==> config.mk <==
export PLATFORM = sky130hd
export DESIGN_NAME = frac_lut6
export DESIGN_NICKNAME = d
export VERILOG_FILES = /design/src/rtl/flut_pkg.sv /design/src/rtl/flut_cfg_store.sv /design/src/rtl/flut_half.sv /design/src/rtl/frac_lut6.sv
export SDC_FILE = /design/constraint.sdc
export NUM_CORES = 1
export LEC_CHECK = 0
export BUFFER_PORTS_ARGS = -buffer_cell sky130_fd_sc_hd__buf_2
export CAP_MARGIN = 20
export CORE_ASPECT_RATIO = 1.1
export CORE_UTILIZATION = 60
export CTS_BUF_LIST = sky130_fd_sc_hd__clkbuf_4 sky130_fd_sc_hd__clkbuf_8
export CTS_CLUSTER_SIZE = 8
export DETAILED_ROUTE_END_ITERATION = 8
export HOLD_SLACK_MARGIN = 0.03
export MAX_ROUTING_LAYER = met4
export PLACE_DENSITY = 0.9
export SLEW_MARGIN = 40
export SYNTH_ARGS = -nofsm -noshare
export SYNTH_HDL_FRONTEND = slang
export SYNTH_HIERARCHICAL = 1
export SYNTH_SLANG_ARGS = --single-unit
==> constraint.sdc <==
create_clock -name clk -period 5.4 [get_ports clk]
set_input_delay 1.08 -clock clk [delete_from_list [all_inputs] [get_ports clk]]
set_output_delay 1.08 -clock clk [all_outputs]
set_load 0.02 [all_outputs]
==> src/rtl/flut_pkg.sv <==
package flut_pkg;
    localparam int HALF_IN_DEF = 5;

    typedef enum logic [1:0] {
        OP_HOLD  = 2'd0,
        OP_SHIFT = 2'd1,
        OP_WRITE = 2'd2
    } cfg_op_e;
endpackage

==> src/rtl/flut_cfg_store.sv <==
module flut_cfg_store
    import flut_pkg::*;
#(
    parameter int NBITS = 64
) (
    input  logic             clk,
    input  logic             rst_n,
    input  logic             cfg_en,
    input  logic             cfg_wide,
    input  logic             cfg_ser,
    input  logic [NBITS-1:0] cfg_word,
    output logic [NBITS-1:0] tbl_q
);
    cfg_op_e op;

    always_comb begin
        if (!cfg_en)       op = OP_HOLD;
        else if (cfg_wide) op = OP_WRITE;
        else               op = OP_SHIFT;
    end

    always_ff @(posedge clk) begin
        if (!rst_n) begin
            tbl_q <= '0;
        end else begin
            unique case (op)
                OP_HOLD:  tbl_q <= tbl_q;
                OP_SHIFT: tbl_q <= {tbl_q[NBITS-2:0], cfg_ser};
                OP_WRITE: tbl_q <= cfg_word;
                default:  tbl_q <= tbl_q;
            endcase
        end
    end


    reset_clear_chk: assert property (@(posedge clk)
        !rst_n |=> tbl_q == '0);


    word_load_chk: assert property (@(posedge clk) disable iff (!rst_n)
        (cfg_en && cfg_wide) |=> tbl_q == $past(cfg_word));


    shift_load_chk: assert property (@(posedge clk) disable iff (!rst_n)
        (cfg_en && !cfg_wide) |=>
            tbl_q == {$past(tbl_q[NBITS-2:0]), $past(cfg_ser)});


    hold_stable_chk: assert property (@(posedge clk) disable iff (!rst_n)
        (rst_n && !cfg_en) |=> $stable(tbl_q));
endmodule

==> src/rtl/flut_half.sv <==
module flut_half #(
    parameter int HALF_IN = 5
) (
    input  logic [(1<<HALF_IN)-1:0] tbl,
    input  logic [HALF_IN-1:0]      sel,
    output logic                    y
);
    localparam int NB = 1 << HALF_IN;

    for (genvar l = 0; l < HALF_IN; l++) begin : g_stage
        localparam int W = NB >> (l + 1);
        logic [W-1:0] nodes;
        if (l == 0) begin : g_first
            for (genvar j = 0; j < W; j++) begin : g_node
                assign nodes[j] = sel[l] ? tbl[2*j+1] : tbl[2*j];
            end
        end else begin : g_rest
            for (genvar j = 0; j < W; j++) begin : g_node
                assign nodes[j] = sel[l] ? g_stage[l-1].nodes[2*j+1]
                                         : g_stage[l-1].nodes[2*j];
            end
        end
    end

    assign y = g_stage[HALF_IN-1].nodes[0];
endmodule

==> src/rtl/frac_lut6.sv <==
module frac_lut6
    import flut_pkg::*;
#(
    parameter int HALF_IN = HALF_IN_DEF
) (
    input  logic                         clk,
    input  logic                         rst_n,
    input  logic                         cfg_en,
    input  logic                         cfg_wide,
    input  logic                         cfg_ser,
    input  logic [(2<<HALF_IN)-1:0]      cfg_word,
    input  logic                         split_mode,
    input  logic [HALF_IN:0]             sel,
    output logic                         y6,
    output logic                         y5
);
    localparam int HB = 1 << HALF_IN;
    localparam int NB = 2 * HB;

    logic [NB-1:0] tbl_q;
    logic          lo_y, hi_y;

    flut_cfg_store #(.NBITS(NB)) u_store (
        .clk      (clk),
        .rst_n    (rst_n),
        .cfg_en   (cfg_en),
        .cfg_wide (cfg_wide),
        .cfg_ser  (cfg_ser),
        .cfg_word (cfg_word),
        .tbl_q    (tbl_q)
    );

    flut_half #(.HALF_IN(HALF_IN)) u_lo (
        .tbl (tbl_q[HB-1:0]),
        .sel (sel[HALF_IN-1:0]),
        .y   (lo_y)
    );

    flut_half #(.HALF_IN(HALF_IN)) u_hi (
        .tbl (tbl_q[NB-1:HB]),
        .sel (sel[HALF_IN-1:0]),
        .y   (hi_y)
    );

    always_comb begin
        y6 = sel[HALF_IN] ? hi_y : lo_y;
        y5 = split_mode ? lo_y : 1'b0;
    end


    wide_eval_chk: assert property (@(posedge clk) disable iff (!rst_n)
        y6 == tbl_q[sel]);


    split_low_chk: assert property (@(posedge clk) disable iff (!rst_n)
        split_mode |-> y5 == tbl_q[{1'b0, sel[HALF_IN-1:0]}]);


    single_quiet_chk: assert property (@(posedge clk) disable iff (!rst_n)
        !split_mode |-> !y5);


    split_sel_high_chk: assert property (@(posedge clk) disable iff (!rst_n)
        split_mode |-> sel[HALF_IN]);
endmodule

==> results.sh, run 1 <==
export IMPL_outcome="completed"
export IMPL_final_instance_count_excl_fill=505
export IMPL_worst_path_max_fanout=32
export IMPL_htreeDepth=3
export IMPL_startpoint_type="input port"
export IMPL_critical_path_cell_chain="buf_4 > mux2i_1 > a22oi_1 > nand4b_1 > a21oi_1 > a311o_1 > mux2_4 > buf_2"
export IMPL_r2r_start="u_store/tbl_q[42]"
export IMPL_cts_tree="done"
export IMPL_synthesized_instance_count=368
export IMPL_fin_skew_ns=0.005494
export IMPL_max_cap_viol_count=0
export IMPL_drt_first_iter_violations=156
export IMPL_max_clock_path_buffers=2
export IMPL_cts_hold_bufs=0
export IMPL_synth_most_common_cell="mux2i_1"
export IMPL_critical_path_required_ns=4.32
export IMPL_setup_viol=0
export IMPL_worstHoldPathType="flip-flop to flip-flop"
export IMPL_floorplan_io_pins=78
export IMPL_ir_drop_uv=280.0
export IMPL_number_of_flip_flops_in_the_largest_register=64
export IMPL_synthesis_area_um2=3432
export IMPL_largest_register="u_store/tbl_q"
export IMPL_totalNegativeSetupSlack_ns=0
export IMPL_dominant_cells_by_area_after_synthesis="dfxtp_1 (37%), mux2i_1 (28%), a21oi_1 (10%)"
export IMPL_row_count=28
export IMPL_clkLatencyLatePin_ns=0.34
export IMPL_grt_setup_unrepaired="false"
export IMPL_synthDominantCellAreaShare=0.3733
export IMPL_worst_path_largest_cell_delay_ns=0.42
export IMPL_cts_buffers_inserted=9
export IMPL_reg_top3="u_store/tbl_q x64"
export IMPL_cpLargestDelayFamily="buffers and inverters"
export IMPL_pin_count_of_the_biggest_net_entering_global_routing=69
export IMPL_yosysWarnings=6
export IMPL_finalWeightedCongestion=0.8125
export IMPL_placeableCoreArea_um2=5430
export IMPL_clkTransAtPathRegs_ns=0.07
export IMPL_post_route_drc_count=0
export IMPL_powerDensity_nw_per_um2=292.9
export IMPL_timing_final_crit_share=0.7251
export IMPL_postCtsSetupBuffers=0
export IMPL_grt_first_pass_wirelength_mm=11.74
export IMPL_grt_overflow_total=0
export IMPL_worst_path_max_delay_cell="buf_4"
export IMPL_endpoint_of_the_most_critical_setup_path="y6"
export IMPL_port_buffers=77
export IMPL_async_reset_ff_frac=0
export IMPL_postCtsResizedCells=0
export IMPL_drt_wl_total_mm=7.628
export IMPL_synth_yosys_seq_area_share=0.3733
export IMPL_largest_area_contributor_in_the_synthesized_netlist="dfxtp_1"
export IMPL_numPlacedInstances=489
export IMPL_flow_area_growth_from_synthesis_pct=13.01
export IMPL_post_synthesis_net_count=444
export IMPL_initial_utilization=0.6320
export IMPL_grt_antenna_before_repair=0
export IMPL_cp_startpoint="sel[1]"
export IMPL_synth_commonest_cells="mux2i_1 (96), a21oi_1 (70), dfxtp_1 (64)"
export IMPL_clkSinkCount=64
export IMPL_finalWorstSetupSlack_ns=1.485
export IMPL_ctsRootBufferMaster="clkbuf_8"
export IMPL_routed_wire_length_per_instance_um=15.10
export IMPL_postLayoutCoreUtil=0.7143
export IMPL_r2r_end="u_store/tbl_q[42]"
export IMPL_pre_cts_ws_ns=1.223
export IMPL_dp_final_hpwl_mm=5.038
export IMPL_synth_edff_count=0
export IMPL_worstRegToRegCells=2
export IMPL_hold_slack_ns=0.5473
export IMPL_final_net_count=501
export IMPL_relative_max_transition_margin=0.4886
export IMPL_timing_worst_slew_pin_value_ns=0.7671
export IMPL_endpoint_kind="output port"
export IMPL_die_w_um=74.11
export IMPL_cellLeakagePower_nw=1.773
export IMPL_setup_reg_to_reg_worst_slack_ns=4.63
export IMPL_ys_types=23
export IMPL_floorplan_die_area_um2=6027
export IMPL_path_class="input port to output port"
export IMPL_cp_depth=8
export IMPL_synth_ff_latch_count=64
export IMPL_drt_pass1_iter_count=5
export IMPL_final_max_slew_viol_count=0
export IMPL_number_of_global_route_vias_before_repair=2629
export IMPL_fill_cells=453
export IMPL_floorplan_die_height_um=81.32
export IMPL_syn_avg_cell_area_um2=9.326
export IMPL_fraction_of_layout_instances_using_a_drive_strength_above_1=0.2209
export IMPL_worst_path_buf_inv=2
export IMPL_viasPerCell=5.861
export IMPL_diodes=0
export IMPL_grt_util_all_layers=0.2658
export IMPL_arrival_ns=2.84
export IMPL_final_worst_path_period_need_ns=3.915
export IMPL_hold_viol=0
export IMPL_routed_via_count=2960
export IMPL_detail_route_antenna_nets=0
export IMPL_max_fclk_mhz=255.4
export IMPL_synth_top_flop_cell="dfxtp_1"
stage by stage:
| stage | instance area (µm²) | power, mW |
|---|---|---|
| after global placement | 3661 | 0.7126 |
| after detailed placement | 3665 | 0.7209 |
| after CTS | 3871 | 1.141 |
| final | 3879 | 1.136 |
| after global routing | 3879 | 1.182 |
| after floorplan | 3432 | 0.6740 |
where the power goes:
| group | internal [mW] | total [mW] | switching [mW] |
|---|---|---|---|
| Combinational | 0.0852 | 0.179 | 0.0935 |
| Sequential | 0.507 | 0.535 | 0.0279 |
| Clock | 0.236 | 0.422 | 0.186 |
| Total | 0.829 | 1.14 | 0.307 |
cell usage in the layout (no fill, tap or decap), drive strengths merged, types with 3 or more instances in the layout:
cell type | synthesis | final
a21oi | 70 | 70
mux2i | 96 | 96
buf | 21 | 78
and2 | 3 | 3
nand3 | 4 | 4
a22oi | 8 | 8
o21ai | 64 | 64
nand2 | 12 | 12
dfxtp | 64 | 64
clkbuf | 11 | 11
how the worst min path moves through the flow:
stage / from / end / cells after the start
after floorplan: u_store/tbl_q[63] / u_store/tbl_q[63] / 2
after global placement: u_store/tbl_q[63] / u_store/tbl_q[63] / 2
after detailed placement: u_store/tbl_q[62] / u_store/tbl_q[62] / 2
after CTS: u_store/tbl_q[62] / u_store/tbl_q[62] / 2
after global routing: u_store/tbl_q[62] / u_store/tbl_q[62] / 2
final: u_store/tbl_q[62] / u_store/tbl_q[62] / 2
kinds of logic after synthesis:
family / count (synthesis) / share of synthesized area
AO/OA/AOI/OAI: 146 / 0.2231
buffers and inverters: 32 / 0.07583
flip-flops: 64 / 0.3733
multiplexers: 97 / 0.2844
AND/OR/NAND/NOR: 29 / 0.04338
tightest hold or removal path, cell delays in order, from the launching register on:
cell     delay (ns)
dfxtp_1        0.32
o21ai_1        0.13
a21oi_1        0.05
cell type report:
cell class,count,area (µm²),share of cell area
clock inverter,5,55.05,0.01419
multi-input combinational,272,1891,0.4874
sequential,64,1281,0.3303
tap,75,93.84,0.02419
clock buffer,11,151.4,0.03903
timing repair buffer,78,406.6,0.1048
routing by layer:
layer,global-route usage,up-vias,share of wire,wire length [µm]
met1,0.2941,1380,0.42,3167
li1,-,1474,-,-
met5,-,-,0,0
met2,0.4545,97,0.51,3906
met3,0.08437,9,0.061,466
met4,0.07692,0,0.012,89
(Power assumes the default switching activity.)
==> run 2, diff against run 1 <==
CORE_UTILIZATION = 56   (was 60)
PLACE_DENSITY = 0.85   (was 0.9)
clock period = 3.9 ns   (was 5.4 ns; I/O delays follow)
==> run 2 against run 1 <==
Clock skew is 0.0030 ns lower. Critical path depth up 1. Design area fell by 0.29%. Non-clock buffer count up 2. Flip-flop and latch count unchanged. Worst setup slack worse by 0.90 ns. Highest routed layer unchanged. Combinational power increased by 39%. Largest power group unchanged. Global-route usage fell by 1.7 points. Register-to-register slack got worse by 1.5 ns. Via count fell by 0.24%. Worst hold slack lost 0.0055 ns. Sequential share of layout area is 0.096 points higher.
==> results.sh, run 2 (synthesis gave the netlist of run 1 again) <==
export IMPL_critical_path_required_ns=3.12
export IMPL_outcome="completed"
export IMPL_worstHoldPathType="flip-flop to flip-flop"
export IMPL_finalWeightedCongestion=0.8020
export IMPL_post_route_drc_count=0
export IMPL_cellLeakagePower_nw=1.775
export IMPL_drt_wl_total_mm=7.499
export IMPL_timing_final_crit_share=0.8504
export IMPL_max_fclk_mhz=301.5
export IMPL_routed_via_count=2953
export IMPL_viasPerCell=5.813
export IMPL_placement_cell_area_um2=3697
export IMPL_total_power_mw=1.486
export IMPL_endpoint_kind="output port"
export IMPL_max_cap_viol_count=0
export IMPL_postCtsResizedCells=0
export IMPL_cts_hold_bufs=0
export IMPL_number_of_flip_flops_in_the_largest_register=64
export IMPL_grt_first_pass_wirelength_mm=12.25
export IMPL_worst_path_max_fanout=13
export IMPL_grt_util_all_layers=0.2487
export IMPL_path_class="input port to output port"
export IMPL_initial_utilization=0.5875
export IMPL_setup_viol=0
export IMPL_commonest_non_fill_non_tap_cell_in_the_layout="mux2i_1"
export IMPL_timing_worst_slew_pin_value_ns=0.7438
export IMPL_fin_skew_ns=0.002491
export IMPL_final_net_count=503
export IMPL_clkTransAtPathRegs_ns=0.06
export IMPL_grt_setup_unrepaired="false"
export IMPL_max_clock_path_buffers=2
export IMPL_cts_buffers_inserted=9
export IMPL_port_buffers=77
export IMPL_post_route_cell_area_um2=3867
export IMPL_die_w_um=76.64
export IMPL_drt_first_iter_violations=171
export IMPL_largest_register="u_store/tbl_q"
export IMPL_grt_overflow_total=0
export IMPL_floorplan_die_height_um=84.11
export IMPL_final_max_slew_viol_count=0
export IMPL_row_count=29
export IMPL_ctsRootBufferMaster="clkbuf_8"
export IMPL_powerDensity_nw_per_um2=384.3
export IMPL_number_of_global_route_vias_before_repair=2654
export IMPL_floorplan_die_area_um2=6446
export IMPL_reg_top3="u_store/tbl_q x64"
export IMPL_pin_count_of_the_biggest_net_entering_global_routing=66
export IMPL_htreeDepth=3
export IMPL_hold_slack_ns=0.5418
export IMPL_totalNegativeSetupSlack_ns=0
export IMPL_drt_pass1_iter_count=4
export IMPL_clkSinkCount=64
export IMPL_hold_viol=0
export IMPL_placeableCoreArea_um2=5842
export IMPL_flow_area_growth_from_synthesis_pct=12.69
export IMPL_fraction_of_layout_instances_using_a_drive_strength_above_1=0.2209
export IMPL_relative_max_transition_margin=0.5041
export IMPL_grt_antenna_before_repair=1
export IMPL_ir_drop_uv=234.2
export IMPL_detail_route_antenna_nets=0
export IMPL_dp_final_hpwl_mm=5.024
export IMPL_layout_common_cells="mux2i_1 (96), buf_2 (74), a21oi_1 (70)"
export IMPL_postCtsSetupBuffers=0
export IMPL_startpoint_type="input port"
export IMPL_clkLatencyLatePin_ns=0.34
export IMPL_floorplan_io_pins=78
export IMPL_arrival_ns=2.54
export IMPL_final_worst_path_period_need_ns=3.316
export IMPL_routed_wire_length_per_instance_um=14.76
export IMPL_cts_tree="done"
==> run 2: changes by cell type in the layout (fill, tap and decap cells not counted), sizes merged <==
cell	delta
buf	+2
clkinvlp	-2
bufinv	-1
diode	+1
clkinv	-1
clkbuf	+2
==> run 2: worst max-delay path, stage by stage <==
cell      delay (ns)
buf_2           0.16
buf_4           0.26
mux2i_1         0.27
a22oi_1         0.10
nand4b_1        0.11
a21oi_1         0.05
a311o_1         0.36
mux2_4          0.29
buf_2           0.16
==> run 2: per-stage QoR <==
stage	util	worst slack (ns)	instances
floorplan	-	1.146	368
global placement	0.6318	0.7192	493
detailed placement	0.6329	0.6022	493
CTS	0.6612	0.5973	507
global route	0.6620	0.4912	508
finish	0.6620	0.5835	508
==> run 2: layout make-up <==
| type | instances | area [µm²] |
|---|---|---|
| repair buffers | 80 | 431.7 |
| flip-flops and latches | 64 | 1281 |
| fillers | 521 | 1974 |
| clock buffers | 13 | 160.2 |
| clock inverters | 1 | 5.005 |
| diodes | 1 | 2.502 |
| multi-input cells | 272 | 1891 |
| well taps | 77 | 96.34 |
==> run 2: metal layers <==
metal	global-route usage	up-vias	part of all wire
met5	-	-	0
met4	0.1294	0	0.021
met3	0.05137	17	0.054
met2	0.3841	95	0.48
met1	0.3060	1357	0.45
li1	-	1484	-
==> run 2: path summary, 6_finish.rpt <==
kind,slack (ns),from,end,cells past startpoint
setup / recovery,0.58,sel[1],y6,9
hold / removal,0.54,u_store/tbl_q[63],u_store/tbl_q[63],2
hold reg to reg,0.54,u_store/tbl_q[63],u_store/tbl_q[63],2
setup reg to reg,3.17,u_store/tbl_q[43],u_store/tbl_q[44],2
==> run 2: report_power, final <==
group	internal (mW)	switching, mW	leakage, nW
combinational	0.120	0.128	1.15
sequential	0.702	0.0392	0.531
clock	0.261	0.235	0.0896
